**src/rtl/uart_irq_pkg.sv**
```systemverilog
package uart_irq_pkg;
  localparam int NSRC    = 4;
  localparam int BIT_TX  = 0;
  localparam int BIT_RX  = 1;
  localparam int BIT_MS  = 2;
  localparam int BIT_RTO = 3;
endpackage

```
**src/rtl/uart_irq_level_src.sv**
```systemverilog
module uart_irq_level_src #(
  parameter int LVL_W = 5,
  parameter int HALF  = 8,
  parameter bit IS_TX = 1'b1
) (
  input  logic             clk,
  input  logic             rst,
  input  logic             fifo_en,
  input  logic [LVL_W-1:0] level,
  input  logic             buf_flag,
  input  logic             sw_strobe,
  output logic             src_q
);
  localparam logic [LVL_W-1:0] HALF_L = LVL_W'(HALF);

  logic fifo_next;

  generate
    if (IS_TX) begin : g_tx
      always_comb begin
        if (level < HALF_L)      fifo_next = 1'b1;
        else if (level > HALF_L) fifo_next = 1'b0;
        else                     fifo_next = src_q;
      end
    end else begin : g_rx
      always_comb fifo_next = (level >= HALF_L);
    end
  endgenerate

  always_ff @(posedge clk) begin
    if (rst)          src_q <= 1'b0;
    else if (fifo_en) src_q <= fifo_next;
    else              src_q <= sw_strobe ? 1'b0 : buf_flag;
  end
endmodule

```
**src/rtl/uart_irq_modem_det.sv**
```systemverilog
module uart_irq_modem_det #(
  parameter int W = 4
) (
  input  logic         clk,
  input  logic         rst,
  input  logic [W-1:0] lines,
  input  logic         clr,
  output logic         flag_q
);
  logic [W-1:0] s1_q, s2_q, prev_q;
  logic         changed;

  always_comb changed = (s2_q != prev_q);

  always_ff @(posedge clk) begin
    if (rst) begin
      s1_q   <= '0;
      s2_q   <= '0;
      prev_q <= '0;
      flag_q <= 1'b0;
    end else begin
      s1_q   <= lines;
      s2_q   <= s1_q;
      prev_q <= s2_q;
      if (changed)  flag_q <= 1'b1;
      else if (clr) flag_q <= 1'b0;
    end
  end
endmodule

```
**src/rtl/uart_irq_rx_timeout.sv**
```systemverilog
module uart_irq_rx_timeout #(
  parameter int LVL_W = 5,
  parameter int LIMIT = 32,
  parameter int CNT_W = 6
) (
  input  logic             clk,
  input  logic             rst,
  input  logic [LVL_W-1:0] rx_level,
  input  logic             rx_push,
  input  logic             bit_tick,
  output logic [CNT_W-1:0] cnt_q,
  output logic             flag_q
);
  localparam logic [CNT_W-1:0] LIM_C = CNT_W'(LIMIT);

  logic empty;
  always_comb empty = (rx_level == '0);

  always_ff @(posedge clk) begin
    if (rst) begin
      cnt_q  <= '0;
      flag_q <= 1'b0;
    end else begin
      if (rx_push || empty)              cnt_q <= '0;
      else if (bit_tick && cnt_q != LIM_C) cnt_q <= cnt_q + 1'b1;
      if (empty)               flag_q <= 1'b0;
      else if (cnt_q == LIM_C) flag_q <= 1'b1;
    end
  end
endmodule

```
**src/rtl/uart_irq_gen.sv**
```systemverilog
module uart_irq_gen #(
  parameter int DEPTH    = 16,
  parameter int TMO_BITS = 32,
  parameter int MS_W     = 4,
  parameter int LVL_W    = $clog2(DEPTH + 1),
  parameter int CNT_W    = $clog2(TMO_BITS + 1)
) (
  input  logic                          clk,
  input  logic                          rst,
  input  logic                          fifo_en,
  input  logic [LVL_W-1:0]              tx_level,
  input  logic [LVL_W-1:0]              rx_level,
  input  logic                          rx_push,
  input  logic                          thr_empty,
  input  logic                          thr_wr,
  input  logic                          rbr_full,
  input  logic                          rbr_rd,
  input  logic                          ms_wr,
  input  logic                          en_wr,
  input  logic [uart_irq_pkg::NSRC-1:0] en_wdata,
  input  logic                          bit_tick,
  input  logic [MS_W-1:0]               modem_in,
  output logic [uart_irq_pkg::NSRC-1:0] raw_status,
  output logic [uart_irq_pkg::NSRC-1:0] masked_status,
  output logic                          irq_tx,
  output logic                          irq_rx,
  output logic                          irq_ms,
  output logic                          irq_rto,
  output logic                          irq_any
);
  import uart_irq_pkg::*;

  localparam int HALF = DEPTH / 2;

  logic [NSRC-1:0]  en_q;
  logic [CNT_W-1:0] idle_cnt;
  logic             tx_src, rx_src, ms_src, rto_src;

  always_ff @(posedge clk) begin
    if (rst)        en_q <= '0;
    else if (en_wr) en_q <= en_wdata;
  end

  uart_irq_level_src #(.LVL_W(LVL_W), .HALF(HALF), .IS_TX(1'b1)) tx_src_i (
    .clk(clk), .rst(rst), .fifo_en(fifo_en), .level(tx_level),
    .buf_flag(thr_empty), .sw_strobe(thr_wr), .src_q(tx_src));

  uart_irq_level_src #(.LVL_W(LVL_W), .HALF(HALF), .IS_TX(1'b0)) rx_src_i (
    .clk(clk), .rst(rst), .fifo_en(fifo_en), .level(rx_level),
    .buf_flag(rbr_full), .sw_strobe(rbr_rd), .src_q(rx_src));

  uart_irq_modem_det #(.W(MS_W)) ms_i (
    .clk(clk), .rst(rst), .lines(modem_in), .clr(ms_wr), .flag_q(ms_src));

  uart_irq_rx_timeout #(.LVL_W(LVL_W), .LIMIT(TMO_BITS), .CNT_W(CNT_W)) rto_i (
    .clk(clk), .rst(rst), .rx_level(rx_level), .rx_push(rx_push),
    .bit_tick(bit_tick), .cnt_q(idle_cnt), .flag_q(rto_src));

  always_comb begin
    raw_status          = '0;
    raw_status[BIT_TX]  = tx_src;
    raw_status[BIT_RX]  = rx_src;
    raw_status[BIT_MS]  = ms_src;
    raw_status[BIT_RTO] = rto_src;
    masked_status       = raw_status & en_q;
    irq_tx              = masked_status[BIT_TX];
    irq_rx              = masked_status[BIT_RX];
    irq_ms              = masked_status[BIT_MS];
    irq_rto             = masked_status[BIT_RTO];
    irq_any             = |masked_status;
  end
endmodule

```
**config.mk**
```make
export PLATFORM = sky130hd
export DESIGN_NAME = uart_irq_gen
export DESIGN_NICKNAME = d
export VERILOG_FILES = /design/src/rtl/uart_irq_pkg.sv /design/src/rtl/uart_irq_level_src.sv /design/src/rtl/uart_irq_modem_det.sv /design/src/rtl/uart_irq_rx_timeout.sv /design/src/rtl/uart_irq_gen.sv
export SDC_FILE = /design/constraint.sdc
export NUM_CORES = 1
export LEC_CHECK = 0
export ABC_AREA = 1
export BUFFER_PORTS_ARGS = -buffer_cell sky130_fd_sc_hd__buf_2
export CAP_MARGIN = 20
export CORE_ASPECT_RATIO = 0.6
export CORE_MARGIN = 5
export CORE_UTILIZATION = 25
export CTS_CLUSTER_SIZE = 40
export DETAILED_ROUTE_END_ITERATION = 10
export HOLD_SLACK_MARGIN = 0.02
export MAX_ROUTING_LAYER = met4
export PLACE_DENSITY = 0.55
export SYNTH_ARGS = -nofsm -noshare
export SYNTH_HDL_FRONTEND = slang
export SYNTH_HIERARCHICAL = 1
export SYNTH_SLANG_ARGS = --single-unit
```
**constraint.sdc**
```tcl
create_clock -name clk -period 3.03 [get_ports clk]
set_input_delay 0.606 -clock clk [delete_from_list [all_inputs] [get_ports clk]]
set_output_delay 0.606 -clock clk [all_outputs]
set_load 0.02 [all_outputs]
```
==> summary.txt <==
Setup path
  – Crit path required time: ~2.4 ns
  – Worst Path Arrival: around 1 ns
  – Buffer and inverter count on the worst path: 2
  – Worst path max stage delay: between 0.3 and 0.4 ns
  – CP top delay family: flip-flops
  – Kind of critical path: register to output port
  – CP max stage cell: dfxtp_1
  – Crit path top cell by count: nand2_1
  – CP Max Fanout: 3
  – Startpoint Class: register
  – Crit path cell chain: nand2_1 -> nand2_1 -> inv_1 -> nand2_1 -> buf_2
  – Crit path capture type: output port

Clock tree
  – Root buffer selected by CTS: clkbuf_8
  – Clock sinks: 26
  – Clk slew on worst S/H paths: about 0.09 ns
  – Clock latency on the worst-skew pair: 0.26 ns
  – H-tree levels: 1
  – CTS Buf Count: 3
  – Cts hold-fix bufs: 0
  – CTS tree: yes
  – Total setup buffers inserted after CTS: 0
  – Resize count post-CTS: 0
  – Clk buf depth: 2

Finish
  – Area Overhead vs Synth: 21.64%
  – Fin cells: between 200 and 300
  – Layout Nets: 256
  – Layout cell share with drive strength beyond 1: around 25%
  – ANT cells: 0

Placement
  – Number of port buffers: 41
  – Hpwl dp: about 2.0 mm
  – Final Wtd Congestion: about 0.8
  – Dpl cells: 286

Detailed routing
  – Vias: between 1000 and 1500
  – Routed WL: 2.493 mm
  – First drt pass iteration count: 4
  – DRC violations left: 0
  – Final antenna-violating net count: 0
  – Detailed-route vias per instance: approximately 3.7
  – M1 WL: 1.403 mm
  – DRT iter0 DRCs: 53
  – DR WL/cell: roughly 8.6 µm
  – Met2 wire length: between 800 and 900 µm
  – Met3 WL post-DR: around 170 µm
  – Top Layer Used: met4

Yosys
  – Top FF cell, synth: dfxtp_1
  – Syn_nets: 221
  – Sequential share of the synthesized area: 40.55%
  – Synth Cell Area: 1284 µm²
  – Share of the synthesized area in the top cell type: roughly 40%
  – Post-synth EDFFs: 0
  – Avg Cell Area, Syn: around 6.8 µm²
  – Yosys cell types: 20
  – Register bit total from synthesis: 26
  – Synth cell count leaders: inv_1, nand2_1, nor2_1
  – Area contributors post-synth: dfxtp_1, inv_1, nand2_1
  – Most frequent cell after synthesis: inv_1
  – Cell taking the most area after synthesis: dfxtp_1
  – Async SR Flop Fraction: 0%
  – Post-Synthesis Cells: 190
  – Yosys warns: 6

STA
  – # setup viols final: 0
  – Final Cycle Share: between 50 and 60%
  – RSZ-0062 raised after global routing: false
  – Min Tclk post-route: 1.627 ns
  – Final TNS setup: 0 ns
  – Worst Tran Pin Value: 0.3114 ns
  – Fin Clk Skew: around 0.0011 ns
  – Hold Fails Final Rpt: 0
  – Slew Limit Fails: 0
  – Max Freq: between 600 and 700 MHz
  – Max-slew headroom: between 70% and 80%

Power and ir drop
  – Register share of total power: about half
  – Logic pwr share: between 10 and 15%
  – Clock power frac: approximately two fifths
  – Int Pwr: ~0.00057 W
  – P_sw: 0.0001583 W
  – PwrDens: between 400 and 500 nW/µm²
  – Max VDD drop: approximately 0.0003 V
  – Pleak: approximately 0.84 nW
  – Switching share of total power: 21.81%

GRT
  – Largest net degree at the start of global routing: 18
  – GRT Util Overall: under 10%
  – Global-route wire length before repair: 4.271 mm
  – Initial antenna violation count: 0
  – Total gr overflow: 0
  – Number of global-route vias before repair: between 900 and 1000

Status
  – Status: finished clean

Run
  – Max_cap viols: 0

Floorplanning
  – Core area: roughly 5000 µm²
  – # IOs: 42
  – # rows: 20
  – Die Height: between 60 and 70 µm
  – Initial Utilization: 25.65%
  – Die span in x: just over 100 µm
  – DIE AREA: roughly 6700 µm²

Worst hold path
  – Hold Path Class: register to register
[metal layers]
metal	vias up	GRT usage (%)
met4	0	1.473
met1	426	12.56
met5	-	-
li1	611	-
met3	2	3.393
met2	30	9.968
[registers in the layout, summed over array words and instances (netlist names)]
name / cells
ms_i/prev_q: 4
en_q: 4
ms_i/s1_q: 4
rx_src_i/src_q: 1
rto_i/cnt_q: 6
ms_i/s2_q: 4
rto_i/flag_q: 1
ms_i/flag_q: 1
tx_src_i/src_q: 1
[power groups by stage]
stage                     clock network [W]  registers (W)  logic [W]
final                              0.000279       0.000363  0.0000837
after global routing               0.000305       0.000365  0.0000976
after CTS                          0.000286       0.000363  0.0000850
after detailed placement                  0       0.000371  0.0000845
after global placement                    0       0.000371  0.0000849
after floorplan                           0       0.000369  0.0000589
[layout make-up]
| class | count | area, µm² |
|---|---|---|
| Tap cell | 66 | 82.58 |
| Clock buffer | 3 | 41.29 |
| Fill cell | 554 | 3443 |
| Inverter | 45 | 168.9 |
| Sequential cell | 26 | 520.5 |
| Multi-Input combinational cell | 108 | 513.0 |
| Clock inverter | 1 | 30.03 |
| Timing Repair Buffer | 41 | 205.2 |
[tightest hold or removal path, delay by kind of cell, from the launching register on]
| family | cells | cell delay (ns) |
|---|---|---|
| AND/OR/NAND/NOR | 1 | 0.03 |
| buffers and inverters | 1 | 0.04 |
| flip-flops | 1 | 0.30 |
[cell families after synthesis]
kind of cell / Yosys count / share of synthesized area (%)
adders and majority gates: 2 / 1.949
DFF: 26 / 40.55
xor gates and xnor gates: 2 / 1.365
buffers and inverters: 56 / 19.49
and+or+nand+nor: 97 / 33.63
AOI/OAI and AO/OA: 7 / 3.022
[path summary, 6_finish.rpt]
path                                     start  slack (ns)        endpoint  cells after the start
worst min-delay path              ms_i/s1_q[3]        0.40    ms_i/s2_q[3]                      2
worst max-delay path            tx_src_i/src_q        1.40         irq_any                      5
worst max register to register  rto_i/cnt_q[0]        1.83  rto_i/cnt_q[5]                      7
worst min register to register    ms_i/s1_q[3]        0.40    ms_i/s2_q[3]                      2
[cell usage in the layout, fill, tap and decap left out, types with 3 or more instances in the layout]
master	netlist	layout
nand3_1	9	9
clkbuf_8	0	3
inv_1	44	44
dfxtp_1	26	26
nand3b_1	3	3
nor2_2	5	5
nand2_1	42	42
buf_2	2	41
nor2_1	33	33
a21oi_1	6	6
[stage by stage]
stage / hold slack, ns / util [%] / setup WS, ns / power, W / area [µm²]
after floorplan: 0.3883 / - / 1.706 / 0.0004283 / 1284
after global placement: 0.3937 / 29.78 / 1.676 / 0.0004556 / 1490
after detailed placement: 0.3924 / 29.78 / 1.649 / 0.0004557 / 1490
after CTS: 0.4049 / 31.20 / 1.374 / 0.0007342 / 1562
after global routing: 0.4333 / 31.20 / 1.302 / 0.0007674 / 1562
final: 0.4035 / 31.20 / 1.403 / 0.0007255 / 1562
(Power assumes the default switching activity.)
